$ cat src/rtl/fcc_pkg.sv
package fcc_pkg;

   localparam int CMD_W = 8;
   localparam int SW_W  = 4;

   // status write bit positions
   localparam int SB_EMPTY = 0;
   localparam int SB_PROT  = 1;
   localparam int SB_ACC   = 2;
   localparam int SB_FAIL  = 3;

   localparam logic [CMD_W-1:0] OP_VERIFY = 8'h11;
   localparam logic [CMD_W-1:0] OP_PROG   = 8'h22;
   localparam logic [CMD_W-1:0] OP_SERASE = 8'h33;
   localparam logic [CMD_W-1:0] OP_MERASE = 8'h44;
   localparam logic [CMD_W-1:0] OP_ABORT  = 8'h55;

   typedef enum logic [1:0] {
      SQ_IDLE = 2'd0,
      SQ_WORD = 2'd1,
      SQ_CMD  = 2'd2
   } seq_st_e;

   function automatic logic op_legal(input logic [CMD_W-1:0] c);
      case (c)
         OP_VERIFY, OP_PROG, OP_SERASE, OP_MERASE, OP_ABORT: return 1'b1;
         default: return 1'b0;
      endcase
   endfunction

   function automatic logic op_alters(input logic [CMD_W-1:0] c);
      case (c)
         OP_PROG, OP_SERASE, OP_MERASE: return 1'b1;
         default: return 1'b0;
      endcase
   endfunction

endpackage

$ cat src/rtl/fcc_seq.sv
module fcc_seq
   import fcc_pkg::*;
#(
   parameter int ADDR_W     = 16,
   parameter int DATA_W     = 16,
   parameter int WORD_BYTES = 2
) (
   input  logic              clk,
   input  logic              rst_n,
   input  logic              special_mode,
   input  logic              arr_wr,
   input  logic [ADDR_W-1:0] arr_addr,
   input  logic [DATA_W-1:0] arr_data,
   input  logic              prot_hit,
   input  logic              cmd_wr,
   input  logic [CMD_W-1:0]  cmd_code,
   input  logic              stat_wr,
   input  logic [SW_W-1:0]   stat_wdata,
   input  logic              stop_req,
   input  logic              fault_evt,
   input  logic              done_flag,
   input  logic              buf_free,
   output logic              launch,
   output logic              kill_serase,
   output logic [CMD_W-1:0]  l_cmd,
   output logic [ADDR_W-1:0] l_addr,
   output logic [DATA_W-1:0] l_data,
   output logic              prot_q,
   output logic              acc_q,
   output logic              fail_q
);

   localparam int ALIGN_B = (WORD_BYTES > 1) ? $clog2(WORD_BYTES) : 1;

   seq_st_e     st, nxt;
   logic        misaligned;
   logic        seq_acc, seq_prot, take_word, take_cmd;
   logic        acc_set, prot_set, err_any;
   logic [CMD_W-1:0]  cmd_q;
   logic [ADDR_W-1:0] addr_q;
   logic [DATA_W-1:0] data_q;
   logic        hit_q;

   if (WORD_BYTES < 1 || (WORD_BYTES & (WORD_BYTES - 1)) != 0) begin : g_bad_wb
      $error("fcc_seq: WORD_BYTES must be a power of two");
   end
   if (ADDR_W <= ALIGN_B) begin : g_bad_aw
      $error("fcc_seq: ADDR_W too small for the word size");
   end

   if (WORD_BYTES > 1) begin : g_align
      assign misaligned = |arr_addr[ALIGN_B-1:0];
   end else begin : g_noalign
      assign misaligned = 1'b0;
   end

   assign err_any = prot_q | acc_q;

   always_comb begin
      nxt         = st;
      seq_acc     = 1'b0;
      seq_prot    = 1'b0;
      launch      = 1'b0;
      kill_serase = 1'b0;
      take_word   = 1'b0;
      take_cmd    = 1'b0;
      if (!err_any) begin
         case (st)
            SQ_IDLE: begin
               if (arr_wr && !fail_q) begin
                  if (misaligned || !buf_free) seq_acc = 1'b1;
                  else begin
                     take_word = 1'b1;
                     nxt       = SQ_WORD;
                  end
               end else if (cmd_wr) begin
                  seq_acc = 1'b1;
               end
            end
            SQ_WORD: begin
               if (arr_wr || stat_wr) begin
                  seq_acc = 1'b1;
               end else if (cmd_wr) begin
                  if (!op_legal(cmd_code)) seq_acc = 1'b1;
                  else if (cmd_code == OP_ABORT) begin
                     seq_acc     = 1'b1;
                     kill_serase = 1'b1;
                  end else if (op_alters(cmd_code) && hit_q) begin
                     seq_prot = 1'b1;
                  end else begin
                     take_cmd = 1'b1;
                     nxt      = SQ_CMD;
                  end
               end
            end
            SQ_CMD: begin
               if (stat_wr) begin
                  if (stat_wdata[SB_EMPTY]) begin
                     launch = 1'b1;
                     nxt    = SQ_IDLE;
                  end else begin
                     seq_acc = 1'b1;
                  end
               end else if (arr_wr || cmd_wr) begin
                  seq_acc = 1'b1;
               end
            end
            default: nxt = SQ_IDLE;
         endcase
      end
   end

   assign acc_set  = seq_acc | (stop_req & ~done_flag) | fault_evt;
   assign prot_set = seq_prot;

   always_ff @(posedge clk or negedge rst_n) begin
      if (!rst_n) begin
         st     <= SQ_IDLE;
         prot_q <= 1'b0;
         acc_q  <= 1'b0;
         fail_q <= 1'b0;
         cmd_q  <= '0;
         addr_q <= '0;
         data_q <= '0;
         hit_q  <= 1'b0;
      end else begin
         st <= (acc_set || prot_set) ? SQ_IDLE : nxt;
         if (acc_set) acc_q <= 1'b1;
         else if (stat_wr && stat_wdata[SB_ACC]) acc_q <= 1'b0;
         if (prot_set) prot_q <= 1'b1;
         else if (stat_wr && stat_wdata[SB_PROT]) prot_q <= 1'b0;
         if (stat_wr && special_mode) fail_q <= stat_wdata[SB_FAIL];
         if (take_word) begin
            addr_q <= arr_addr;
            data_q <= arr_data;
            hit_q  <= prot_hit;
         end
         if (take_cmd) cmd_q <= cmd_code;
      end
   end

   assign l_cmd  = cmd_q;
   assign l_addr = addr_q;
   assign l_data = data_q;

   // a zero in an error bit leaves that error set
   p_w0_keeps_acc_r2: assert property (@(posedge clk) disable iff (!rst_n)
      (stat_wr && !stat_wdata[SB_ACC] && acc_q) |=> acc_q);

   // zero to the empty bit inside a sequence raises an access error
   p_abort_w0_r4: assert property (@(posedge clk) disable iff (!rst_n)
      ((st != SQ_IDLE) && stat_wr && !stat_wdata[SB_EMPTY]) |=> acc_q);

   // stop while a command is pending raises an access error
   p_stop_busy_r11: assert property (@(posedge clk) disable iff (!rst_n)
      (stop_req && !done_flag) |=> acc_q);

   // fail bit changes only in special mode
   p_fail_locked_r12: assert property (@(posedge clk) disable iff (!rst_n)
      (!special_mode) |=> $stable(fail_q));

endmodule

$ cat src/rtl/fcc_pipe.sv
module fcc_pipe
   import fcc_pkg::*;
#(
   parameter int ADDR_W = 16,
   parameter int DATA_W = 16,
   parameter int CNT_W  = 8
) (
   input  logic              clk,
   input  logic              rst_n,
   input  logic              launch,
   input  logic [CMD_W-1:0]  l_cmd,
   input  logic [ADDR_W-1:0] l_addr,
   input  logic [DATA_W-1:0] l_data,
   input  logic [CNT_W-1:0]  lat,
   input  logic              hold,
   input  logic              fault,
   input  logic              kill_serase,
   output logic              buf_valid,
   output logic              act_valid,
   output logic              fault_evt,
   output logic              start_q,
   output logic [CMD_W-1:0]  x_cmd,
   output logic [ADDR_W-1:0] x_addr,
   output logic [DATA_W-1:0] x_data
);

   logic [CMD_W-1:0]  b_cmd,  a_cmd;
   logic [ADDR_W-1:0] b_addr, a_addr;
   logic [DATA_W-1:0] b_data, a_data;
   logic [CNT_W-1:0]  cnt;
   logic              act_end, kill_now, slot_free, move;

   if (CNT_W < 1 || DATA_W < 1) begin : g_bad_w
      $error("fcc_pipe: CNT_W and DATA_W must be positive");
   end

   assign act_end   = act_valid && (cnt == '0);
   assign fault_evt = fault && act_valid;
   assign kill_now  = kill_serase && act_valid && (a_cmd == OP_SERASE);
   assign slot_free = !act_valid || act_end;
   assign move      = buf_valid && slot_free && !hold && !fault_evt && !kill_now;

   always_ff @(posedge clk or negedge rst_n) begin
      if (!rst_n) begin
         buf_valid <= 1'b0;
         act_valid <= 1'b0;
         start_q   <= 1'b0;
         cnt       <= '0;
         b_cmd     <= '0;
         b_addr    <= '0;
         b_data    <= '0;
         a_cmd     <= '0;
         a_addr    <= '0;
         a_data    <= '0;
      end else begin
         start_q <= move;
         if (fault_evt) begin
            act_valid <= 1'b0;
            buf_valid <= 1'b0;
         end else begin
            if (move) begin
               act_valid <= 1'b1;
               a_cmd     <= b_cmd;
               a_addr    <= b_addr;
               a_data    <= b_data;
               cnt       <= lat;
               buf_valid <= 1'b0;
            end else if (act_end || kill_now) begin
               act_valid <= 1'b0;
            end else if (act_valid) begin
               cnt <= cnt - 1'b1;
            end
            if (launch) begin
               buf_valid <= 1'b1;
               b_cmd     <= l_cmd;
               b_addr    <= l_addr;
               b_data    <= l_data;
            end
         end
      end
   end

   assign x_cmd  = a_cmd;
   assign x_addr = a_addr;
   assign x_data = a_data;

   // an accepted launch occupies the buffer next cycle
   p_launch_fills_r3: assert property (@(posedge clk) disable iff (!rst_n)
      (launch && !fault_evt) |=> buf_valid);

   // a fault empties both slots
   p_fault_flush_r10: assert property (@(posedge clk) disable iff (!rst_n)
      (fault && act_valid) |=> (!act_valid && !buf_valid));

endmodule

$ cat src/rtl/flash_cmd_ctrl.sv
module flash_cmd_ctrl
   import fcc_pkg::*;
#(
   parameter int ADDR_W     = 16,
   parameter int DATA_W     = 16,
   parameter int CNT_W      = 8,
   parameter int WORD_BYTES = 2
) (
   input  logic              clk,
   input  logic              rst_n,
   input  logic              special_mode,
   input  logic              arr_wr,
   input  logic [ADDR_W-1:0] arr_addr,
   input  logic [DATA_W-1:0] arr_data,
   input  logic              prot_hit,
   input  logic              cmd_wr,
   input  logic [7:0]        cmd_code,
   input  logic              stat_wr,
   input  logic [3:0]        stat_wdata,
   input  logic              ie_wr,
   input  logic [1:0]        ie_wdata,
   input  logic              stop_req,
   input  logic [CNT_W-1:0]  exec_lat,
   input  logic              exec_fault,
   output logic              flag_empty,
   output logic              flag_done,
   output logic              flag_prot,
   output logic              flag_acc,
   output logic              flag_fail,
   output logic              irq_empty,
   output logic              irq_done,
   output logic              exec_start,
   output logic              exec_busy,
   output logic [7:0]        exec_cmd,
   output logic [ADDR_W-1:0] exec_addr,
   output logic [DATA_W-1:0] exec_data
);

   logic              launch, kill_serase, fault_evt;
   logic              buf_valid, act_valid;
   logic [CMD_W-1:0]  l_cmd;
   logic [ADDR_W-1:0] l_addr;
   logic [DATA_W-1:0] l_data;
   logic [1:0]        ie_q;

   assign flag_empty = ~buf_valid;
   assign flag_done  = ~buf_valid & ~act_valid;
   assign exec_busy  = act_valid;

   fcc_seq #(.ADDR_W(ADDR_W), .DATA_W(DATA_W), .WORD_BYTES(WORD_BYTES)) u_seq (
      .clk         (clk),
      .rst_n       (rst_n),
      .special_mode(special_mode),
      .arr_wr      (arr_wr),
      .arr_addr    (arr_addr),
      .arr_data    (arr_data),
      .prot_hit    (prot_hit),
      .cmd_wr      (cmd_wr),
      .cmd_code    (cmd_code),
      .stat_wr     (stat_wr),
      .stat_wdata  (stat_wdata),
      .stop_req    (stop_req),
      .fault_evt   (fault_evt),
      .done_flag   (flag_done),
      .buf_free    (flag_empty),
      .launch      (launch),
      .kill_serase (kill_serase),
      .l_cmd       (l_cmd),
      .l_addr      (l_addr),
      .l_data      (l_data),
      .prot_q      (flag_prot),
      .acc_q       (flag_acc),
      .fail_q      (flag_fail)
   );

   fcc_pipe #(.ADDR_W(ADDR_W), .DATA_W(DATA_W), .CNT_W(CNT_W)) u_pipe (
      .clk        (clk),
      .rst_n      (rst_n),
      .launch     (launch),
      .l_cmd      (l_cmd),
      .l_addr     (l_addr),
      .l_data     (l_data),
      .lat        (exec_lat),
      .hold       (flag_prot | flag_acc),
      .fault      (exec_fault),
      .kill_serase(kill_serase),
      .buf_valid  (buf_valid),
      .act_valid  (act_valid),
      .fault_evt  (fault_evt),
      .start_q    (exec_start),
      .x_cmd      (exec_cmd),
      .x_addr     (exec_addr),
      .x_data     (exec_data)
   );

   always_ff @(posedge clk or negedge rst_n) begin
      if (!rst_n) ie_q <= 2'b00;
      else if (ie_wr) ie_q <= ie_wdata;
   end

   assign irq_empty = flag_empty & ie_q[0];
   assign irq_done  = flag_done & ie_q[1];

   // completion implies an empty buffer
   p_done_needs_empty_r5: assert property (@(posedge clk) disable iff (!rst_n)
      flag_done |-> flag_empty);

   // a command entering execution keeps completion low
   p_start_done_low_r5: assert property (@(posedge clk) disable iff (!rst_n)
      exec_start |-> !flag_done);

endmodule

$ cat config.mk
export PLATFORM = sky130hd
export DESIGN_NAME = flash_cmd_ctrl
export DESIGN_NICKNAME = d
export VERILOG_FILES = /design/src/rtl/fcc_pkg.sv /design/src/rtl/fcc_seq.sv /design/src/rtl/fcc_pipe.sv /design/src/rtl/flash_cmd_ctrl.sv
export SDC_FILE = /design/constraint.sdc
export NUM_CORES = 1
export LEC_CHECK = 0
export CORE_MARGIN = 5
export CORE_UTILIZATION = 40
export CTS_BUF_LIST = sky130_fd_sc_hd__clkbuf_2
export DETAILED_ROUTE_END_ITERATION = 10
export DONT_BUFFER_PORTS = 1
export GPL_TIMING_DRIVEN = 0
export PLACE_DENSITY_LB_ADDON = 0.05
export SYNTH_ARGS = -nofsm -noshare
export SYNTH_HDL_FRONTEND = slang
export SYNTH_SLANG_ARGS = --single-unit
$ cat constraint.sdc
create_clock -name clk -period 2.9 [get_ports clk]
set_input_delay 0.58 -clock clk [delete_from_list [all_inputs] [get_ports clk]]
set_output_delay 0.58 -clock clk [all_outputs]
set_load 0.03 [all_outputs]
==> results of run 1 <==
-- final cells by class --
| cell class | count | area share, % |
|---|---|---|
| buffer | 15 | 1.81 |
| inverter | 6 | 0.435 |
| multi-input combinational | 234 | 32.5 |
| tap | 184 | 3.34 |
| antenna | 1 | 0.0363 |
| clock inverter | 14 | 2.90 |
| timing repair buffer | 50 | 7.26 |
| clock buffer | 18 | 1.31 |
| sequential | 139 | 50.4 |
-- cell usage after synthesis (4+ instances only) --
library cell / number
a21oi_1: 9
o21ai_0: 11
mux2_4: 30
and2_1: 4
inv_1: 5
nor2_1: 5
nor2b_1: 4
mux2_2: 88
nand3_1: 6
nor3_1: 6
dfrtp_1: 139
nand2_1: 14
clkbuf_1: 7
-- stage by stage --
stage,std cells,hold WS [ns],utilization (%),worst slack (ns),area (sq um)
5_1_grt,661,-0.593,47.6,0.00843,6900
4_1_cts,660,-0.575,47.6,0.0465,6900
3_5_place_dp,578,0.289,42.1,0.239,6100
2_1_floorplan,394,0.284,-,0.537,5870
6_report,661,-0.430,47.6,0.194,6900
3_3_place_gp,578,0.288,42.1,0.225,6100
-- worst register-to-register path, cell delays in order, from the launching register on --
cell,delay [ns]
dfrtp_1,0.56
or4b_1,0.64
nor4_4,0.39
nand3_4,0.21
nand2_4,0.16
inv_8,0.07
buf_8,0.15
a221o_1,0.36
-- sequential cells by signal, indices dropped and copies added (netlist names) --
signal / cells
ie_q: 2
u_pipe.x_data: 16
u_seq.l_cmd: 8
u_pipe.b_cmd: 8
u_pipe.buf_valid: 1
u_seq.hit_q: 1
u_seq.fail_q: 1
u_pipe.start_q: 1
u_seq.l_addr: 16
u_pipe.act_valid: 1
u_pipe.b_data: 16
u_seq.prot_q: 1
u_pipe.x_addr: 16
u_seq.st: 2
u_pipe.x_cmd: 8
u_pipe.b_addr: 16
u_seq.l_data: 16
u_seq.acc_q: 1
u_pipe.cnt: 8
-- repair_timing --
item | in CTS | in global routing
hold endpoints to repair | 190 | 139
setup endpoints to repair | 1 | 0
resized for setup | 1 | 0
-- cell families after synthesis --
| family | Yosys count | share of synthesized area (%) |
|---|---|---|
| AOI/OAI and AO/OA | 43 | 5.22 |
| muxes | 121 | 25.1 |
| xor gates and xnor gates | 2 | 0.298 |
| buffers and inverters | 21 | 2.64 |
| and+or+nand+nor | 67 | 7.27 |
| adders and majority gates | 1 | 0.213 |
| DFF | 139 | 59.2 |
-- metal layers --
layer	share of wire [%]	vias up	GRT usage, %
met5	0	-	0
met1	43	1762	19.0
met2	48	105	23.5
li1	-	1578	-
met4	1.5	0	5.66
met3	7.1	13	6.12
-- report_power, final --
part | total (mW) | internal (mW) | switching, mW | leakage (nW)
registers | 2.33 | 2.18 | 0.149 | 1.87
logic | 0.468 | 0.297 | 0.171 | 1.20
clock network | 1.35 | 0.646 | 0.699 | 0.168
total | 4.14 | 3.13 | 1.02 | 3.24
-- path summary, 6_finish.rpt --
path / startpoint / to / slack, ns / depth (start not counted)
max in group asynchronous: rst_n / u_pipe.b_cmd[7]$_DFFE_PN0P_ / 3.17 / 0
max reg2reg: u_pipe.x_cmd[7]$_DFFE_PN0P_ / u_pipe.cnt[0]$_DFFE_PN0P_ / 0.27 / 7
min reg2reg: u_seq.l_cmd[7]$_DFFE_PN0P_ / u_seq.l_cmd[7]$_DFFE_PN0P_ / 0.51 / 1
max: u_pipe.act_valid$_DFFE_PN0P_ / irq_done / 0.19 / 2
min in group clk: special_mode / u_seq.fail_q$_DFFE_PN0P_ / 0.13 / 2
min: rst_n / u_pipe.cnt[0]$_DFFE_PN0P_ / -0.43 / 0
==> results.yml, run 1 <==
worst_setup_path:
  worstPathArrival_ns: 2.13
  worstPathRequired_ns: 2.32
  path_cells: "nor2_2, and2_1"
  worstPathMaxFanout: 9
  cp_top_family: "simple AND/OR/NAND/NOR gates"
  start_kind: "flop"
  max_stage_delay_ns: 0.67
  crit_path_top_delay_cell: "dfrtp_1"
  end_kind: "primary output"
  worst-path-buf-inv: 0
  worstSetupPathType: "flop to primary output"
synth:
  yosys_warnings: 0
  synth_top_area_share_pct: 59.2
  synthesis.area_sq_um: 5870
  ys_ff_latch: 139
  syn_nets: 459
  ys.flop_type: "dfrtp_1"
  synth_edf_count: 0
  ys_async_sr_fraction_pct: 100
  synth_area_leader_cell: "dfrtp_1"
  syn_inst: 394
  yosysSeqAreaShare_pct: 59.2
  syn_avg_cell_area_sq_um: 14.9
  synthTopCellsByArea: "dfrtp_1, mux2_2, mux2_4, buf_12, o21ai_0"
  yosysUniqueCellTypes: 57
sta:
  hold_viol_final: 139
  finClkSkew_ns: 0.0206
  slew_violations: 0
  setup_viol: 0
  tightest_slew_ns: 0.730
  hold-worst-slack_ns: -0.430
  max_slew_margin_pct: 51.4
  fmax_ghz: 0.369
  rsz0062_at_grt: "no"
  min_period_ns: 2.71
  setup-tns-final_ns: 0
  period_share_pct: 93.3
clock_network:
  cts_hold_buf: 50
  postCtsSetupBuffers: 0
  cts.htree.levels: 4
  clkTransAtPathRegs_ns: 0.20
  cts_sinks: 139
  cts.path.max_buffers: 2
  clk_latency_ns: 0.67
  cts_buffers: 17
  root_buffer: "clkbuf_2"
  cts_tree: "yes"
status:
  violations: "negative hold slack"
  status: "finished, violations left"
pwr:
  p_leak_nw: 3.24
  ir_drop_uv: 262
  p_total_mw: 4.14
  powerDensity_nw_per_um2: 601
floorplan:
  rows: 44
  dieArea_sq_um: 17200
  start_util_pct: 40.6
  core-area_sq_um: 14500
  ios: 113
  die_w_um: 131
  chipHeight_um: 131
grt:
  antenna_found_initial: 1
  grt_max_degree: 140
  grt_pass1_vias: 3701
  overflow: 0
  grtUsageTotal_pct: 15.1
  grt_pass1_wl_um: 20700
final_layout:
  fill_cells: 1319
  final_common_cell: "dfrtp_1"
  layout.nets: 528
  drive_above_1_share_pct: 34.0
  final_cell_mix: "dfrtp_1, mux2_2, dlygate4sd3_1"
  synthToLayoutAreaGrowth_pct: 17.5
  register_area_sq_um: 3480
  multiInputGateArea_sq_um: 2240
detailed_routing:
  first_iter_violations: 155
  vias_per_cell: 5.23
  postRouteAntennaNets: 0
  wl_um: 12300
  drt_first_pass_iters: 4
  wl_per_cell_um: 18.7
  vias: 3458
  drc: 0
place:
  gp_congestion: 0.801
  dpl.hpwl_um: 8000
  portBuffers: 0
min_path:
  worstHoldPathType: "input pin to async pin"
run:
  drv_cap: 0
Power figures use the tool's default switching activity.
==> inputs of run 2 (changes only) <==
Settings changed: CORE_UTILIZATION 40 to 60.
==> run 2 against run 1 <==
  * Largest cell class unchanged
  * Critical path depth unchanged
  * Sequential share of layout area increased by 1.7 points
  * Worst hold slack got worse by 0.0070 ns
  * Wire length decreased by 11%
  * The run still ends with negative hold slack left
  * Sequential power about the same
  * Register-to-register slack improved by 0.05 ns
  * Power decreased by 12%
  * First-iteration DRC count increased by 20%
  * Via count decreased by 2.3%
==> results.yml, run 2 (synthesis gave the netlist of run 1 again) <==
worst_setup_path:
  r2r_start: "u_pipe.x_cmd[3]$_DFFE_PN0P_"
  end_kind: "primary output"
  worstSetupPathType: "flop to primary output"
  worstPathArrival_ns: 2.15
  path_cells: "nor2_2, and2_1"
  rrSetupSlack_ns: 0.32
  start_kind: "flop"
  r2r_cells: 7
  worstPathRequired_ns: 2.32
  max_stage_delay_ns: 0.66
  worst-path-buf-inv: 0
  r2r_end: "u_pipe.cnt[1]$_DFFE_PN0P_"
  cp-startpoint: "u_pipe.act_valid$_DFFE_PN0P_"
  crit_path_top_delay_cell: "dfrtp_1"
  cp_top_family: "simple AND/OR/NAND/NOR gates"
  worstPathMaxFanout: 9
final_layout:
  final_common_cell: "dfrtp_1"
  layout.nets: 525
  fill_cells: 721
  drive_above_1_share_pct: 34.3
  final_cell_mix: "dfrtp_1, mux2_2, dlygate4sd3_1"
  antenna_cells: 0
  synthToLayoutAreaGrowth_pct: 13.6
grt:
  grt_max_degree: 140
  grt_pass1_wl_um: 17900
  grt_pass1_vias: 3581
  grtUsageTotal_pct: 20.2
  overflow: 0
  antenna_found_initial: 0
sta:
  setup-tns-final_ns: 0
  slew_violations: 0
  period_share_pct: 94.0
  setup_viol: 0
  max_slew_margin_pct: 54.5
  rsz0062_at_grt: "no"
  fin_ws_ns: 0.173
  hold-worst-slack_ns: -0.437
  finClkSkew_ns: 0.0268
  fmax_ghz: 0.367
  min_period_ns: 2.73
  tightest_slew_ns: 0.682
  hold_viol_final: 139
floorplan:
  ios: 113
  die_w_um: 109
  chipHeight_um: 109
  core-area_sq_um: 9640
  dieArea_sq_um: 11900
  start_util_pct: 60.9
  rows: 36
clock_network:
  postCtsSetupBuffers: 0
  clkTransAtPathRegs_ns: 0.17
  cts_buffers: 17
  cts.path.max_buffers: 2
  root_buffer: "clkbuf_2"
  cts_sinks: 139
  cts_tree: "yes"
  clk_latency_ns: 0.69
  cts.htree.levels: 4
pwr:
  powerDensity_nw_per_um2: 548
  p_total_mw: 3.65
  ir_drop_uv: 419
  p_leak_nw: 3.17
place:
  place_ws_ns: 0.289
  gp_congestion: 0.834
  portBuffers: 0
  dpl.hpwl_um: 7150
detailed_routing:
  postRouteAntennaNets: 0
  drc: 0
  drt_first_pass_iters: 4
  wl_per_cell_um: 18.2
  wl_um: 11000
  first_iter_violations: 186
  vias_per_cell: 5.59
  vias: 3379
status:
  status: "finished, violations left"
  violations: "negative hold slack"
run:
  drv_cap: 0
min_path:
  worstHoldPathType: "input pin to async pin"
## run 2: metal layers
layer  GRT usage [%]  vias up  routed length (um)
met5               0        -                   0
met4            9.20        0                 155
met3            6.81       18                 906
met2            32.4      101                5360
met1            25.0     1695                4600
li1                -     1565                   -
## run 2: worst reg2reg max path: stages, from the launching register on
cell	delay, ns
dfrtp_1	0.54
or4b_1	0.64
nor4_4	0.39
nand3_4	0.21
nand2_4	0.16
inv_8	0.07
buf_8	0.14
a221o_1	0.35
## run 2: timing repair
item,CTS,global route
endpoints found under the hold margin,186,140
endpoints found under the setup margin,1,0
hold buffers,46,1
gates resized for setup,1,0
## run 2: power by group
group / switching (mW) / total (mW) / internal (mW)
clock network: 0.644 / 0.860 / 0.216
logic: 0.170 / 0.465 / 0.295
registers: 0.148 / 2.33 / 2.18
total: 0.962 / 3.65 / 2.69
## run 2: area by class of cell
class                           instances  area (sq um)  area share [%]
Tap cell                              133           166            2.49
Sequential cell                       139          3480            52.1
Clock buffer                           21           105            1.58
Buffer                                 15           125            1.88
Multi-Input combinational cell        234          2240            33.6
Timing Repair Buffer                   47           470            7.05
Inverter                                6          30.0           0.450
Clock inverter                         10          53.8           0.807
## run 2: how the worst max path moves through the flow
stage / end / slack, ns / cells past startpoint
after detailed placement: u_seq.l_cmd[1]$_DFFE_PN0P_ / 0.29 / 5
final: irq_done / 0.17 / 2
after CTS: irq_done / 0.11 / 2
after global placement: u_pipe.cnt[0]$_DFFE_PN0P_ / 0.30 / 7
after global routing: irq_done / 0.03 / 2
after floorplan: u_pipe.cnt[1]$_DFFE_PN0P_ / 0.54 / 7
## run 2: stage by stage
stage / area, sq um / util (%) / cells
CTS: 6660 / 69.1 / 604
global placement: 6040 / 62.6 / 527
global route: 6670 / 69.2 / 605
finish: 6670 / 69.2 / 605
detailed placement: 6040 / 62.6 / 527
floorplan: 5870 / - / 394
==> inputs of run 3 (changes only) <==
Settings changed: ABC_AREA set to 1.
Clock period 2.9 ns to 3.1 ns, I/O delays scaled along.
==> run 3 against run 2 <==
  * The flow still finishes with violations (negative hold slack)
  * Register-to-register slack gained 0.41 ns
  * Combinational power rose by 47%
  * Flip-flop and latch count unchanged
  * Sequential share of layout area up 2.9 points
  * Utilization shrank 1.1 points
  * First-iteration DRC count rose by 60%
  * Synthesized area decreased by 2.0%
  * Worst hold slack better by 0.039 ns
  * Global-route usage up 2.7 points
  * Design area decreased by 5.3%
  * Largest cell class unchanged
==> results.yml, run 3 <==
sta:
  slew_violations: 0
  min_period_ns: 2.77
  hold_viol_final: 139
  tightest_slew_ns: 0.897
  fin_ws_ns: 0.335
  setup_viol: 0
  finClkSkew_ns: 0.0342
  setup-tns-final_ns: 0
  fmax_ghz: 0.362
  hold-worst-slack_ns: -0.398
  max_slew_margin_pct: 39.8
  rsz0062_at_grt: "no"
  period_share_pct: 89.2
floorplan:
  core-area_sq_um: 9280
  die_w_um: 108
  dieArea_sq_um: 11700
  ios: 113
  chipHeight_um: 108
  rows: 35
  start_util_pct: 62.0
run:
  drv_cap: 0
detailed_routing:
  drt_first_pass_iters: 5
  wl_um: 12600
  vias: 4321
  postRouteAntennaNets: 0
  wl_per_cell_um: 15.4
  first_iter_violations: 298
  drc: 0
  vias_per_cell: 5.28
synth:
  synthSimpleGateAreaFrac_pct: 23.5
  syn_inst: 642
  yosysSeqAreaShare_pct: 60.4
  synth_top_area_share_pct: 60.4
  ys_async_sr_fraction_pct: 100
  synth_top_family_by_area: "simple AND/OR/NAND/NOR gates"
  synth_common_cells: "nand2_1, dfrtp_1, o21ai_0"
  ys.flop_type: "dfrtp_1"
  synth_compound_area_share_pct: 8.67
  yosysUniqueCellTypes: 35
  synth_edf_count: 0
  synth_fa_ha_area_share_pct: 0.217
  synth.area.mux_share_pct: 0
  syn_nets: 707
  synthXorXnorAreaFrac_pct: 0.913
  syn_avg_cell_area_sq_um: 8.96
  synthesis.area_sq_um: 5760
  synth_area_leader_cell: "dfrtp_1"
  synthTopCellsByArea: "dfrtp_1, nand2_1, o21ai_0, inv_1, nand3_1"
  synth_most_common_cell: "nand2_1"
  ys_ff_latch: 139
  yosys_warnings: 0
clock_network:
  cts_hold_buf: 7
  cts_resized: 0
  cts_buffers: 17
  clk_latency_ns: 0.67
  cts_tree: "yes"
  cts.path.max_buffers: 2
  postCtsSetupBuffers: 0
  cts_sinks: 139
  clkTransAtPathRegs_ns: 0.23
  root_buffer: "clkbuf_2"
  cts.htree.levels: 4
grt:
  grt_pass1_vias: 4246
  grtUsageTotal_pct: 22.9
  antenna_found_initial: 0
  grt_max_degree: 140
  overflow: 0
  grt_pass1_wl_um: 20700
final_layout:
  final_cell_mix: "nand2_1, dfrtp_1, o21ai_0"
  drive_above_1_share_pct: 8.42
  layout.nets: 741
  synthToLayoutAreaGrowth_pct: 9.78
  antenna_cells: 0
  final_common_cell: "nand2_1"
  fill_cells: 806
  layoutNonFillerInstCount: 818
place:
  gp_congestion: 0.843
  dpl.hpwl_um: 8720
  place_ws_ns: 0.644
  placed_cells: 771
  portBuffers: 0
status:
  status: "finished, violations left"
  violations: "negative hold slack"
worst_setup_path:
  worstPathRequired_ns: 2.48
  start_kind: "flop"
  end_kind: "primary output"
  crit_path_top_delay_cell: "nor3_1"
  worstPathArrival_ns: 2.15
  path_cells: "buf_2, nor3_1"
  max_stage_delay_ns: 0.74
  worstSetupPathType: "flop to primary output"
  worstPathMaxFanout: 7
pwr:
  powerDensity_nw_per_um2: 644
  p_leak_nw: 3.25
  ir_drop_uv: 652
min_path:
  worstHoldPathType: "input pin to async pin"
[run 3: cell count changes after synthesis, sizes merged, moves of 7 or more]
| cell | change |
|---|---|
| clkbuf | +7 |
| inv | +58 |
| mux2 | -121 |
| nand2 | +210 |
| nand3 | +29 |
| nand4 | +10 |
| nor2 | +29 |
| o21ai | +70 |
[run 3: where the power goes]
part	total (mW)	internal [mW]	switching, mW
Sequential	2.29	2.11	0.181
Clock	1.10	0.394	0.703
Combinational	0.685	0.261	0.424
Total	4.07	2.76	1.31
[run 3: final cells by class]
class | instances | area, sq um | share of cell area (%)
timing repair buffer | 15 | 150 | 2.38
clock inverter | 14 | 161 | 2.55
tap | 129 | 161 | 2.55
inverter | 64 | 240 | 3.80
multi-input combinational | 414 | 1910 | 30.3
sequential | 139 | 3480 | 55.0
buffer | 25 | 123 | 1.94
clock buffer | 18 | 90.1 | 1.43
[run 3: worst paths after layout]
| path | cells past startpoint | to | from | slack, ns |
|---|---|---|---|---|
| min | 0 | u_pipe.cnt[2]$_DFFE_PN0P_ | rst_n | -0.40 |
| min in group clk | 2 | u_seq.l_data[10]$_DFFE_PN0P_ | arr_data[10] | 0.07 |
| max reg2reg | 6 | u_seq.l_data[15]$_DFFE_PN0P_ | u_seq.acc_q$_DFFE_PN0P_ | 0.73 |
| max in group asynchronous | 0 | u_pipe.b_addr[10]$_DFFE_PN0P_ | rst_n | 3.28 |
| max | 2 | irq_done | u_pipe.act_valid$_DFFE_PN0P_ | 0.33 |
| min reg2reg | 2 | u_pipe.x_addr[9]$_DFFE_PN0P_ | u_pipe.b_addr[9]$_DFFE_PN0P_ | 0.47 |
[run 3: per-layer routing]
layer	part of all wire [%]	track usage [%]	up-vias
li1	-	-	2105
met1	41	29.2	2088
met2	50	37.7	124
met3	8.8	7.52	4
met4	0.38	7.03	0
met5	0	0	-
[run 3: stage by stage]
stage	cell area, sq um	util (%)	power (mW)
2_1_floorplan	5760	-	2.83
3_3_place_gp	5920	63.7	2.95
3_5_place_dp	5920	63.7	2.99
4_1_cts	6240	67.2	4.09
5_1_grt	6320	68.1	4.32
6_report	6320	68.1	4.07
[run 3: cell families after synthesis]
logic type	Yosys count
flip-flops	139
XOR/XNOR	6
buffers and inverters	89
AO/OA/AOI/OAI	92
adder cells (fa/ha/maj)	1
AND/OR/NAND/NOR	315
[run 3: worst max-delay path, delay by kind of cell (launching register included)]
kind | cells | cell delay (ns)
AND/OR/NAND/NOR | 1 | 0.74
flip-flops | 1 | 0.53
buffers and inverters | 1 | 0.24
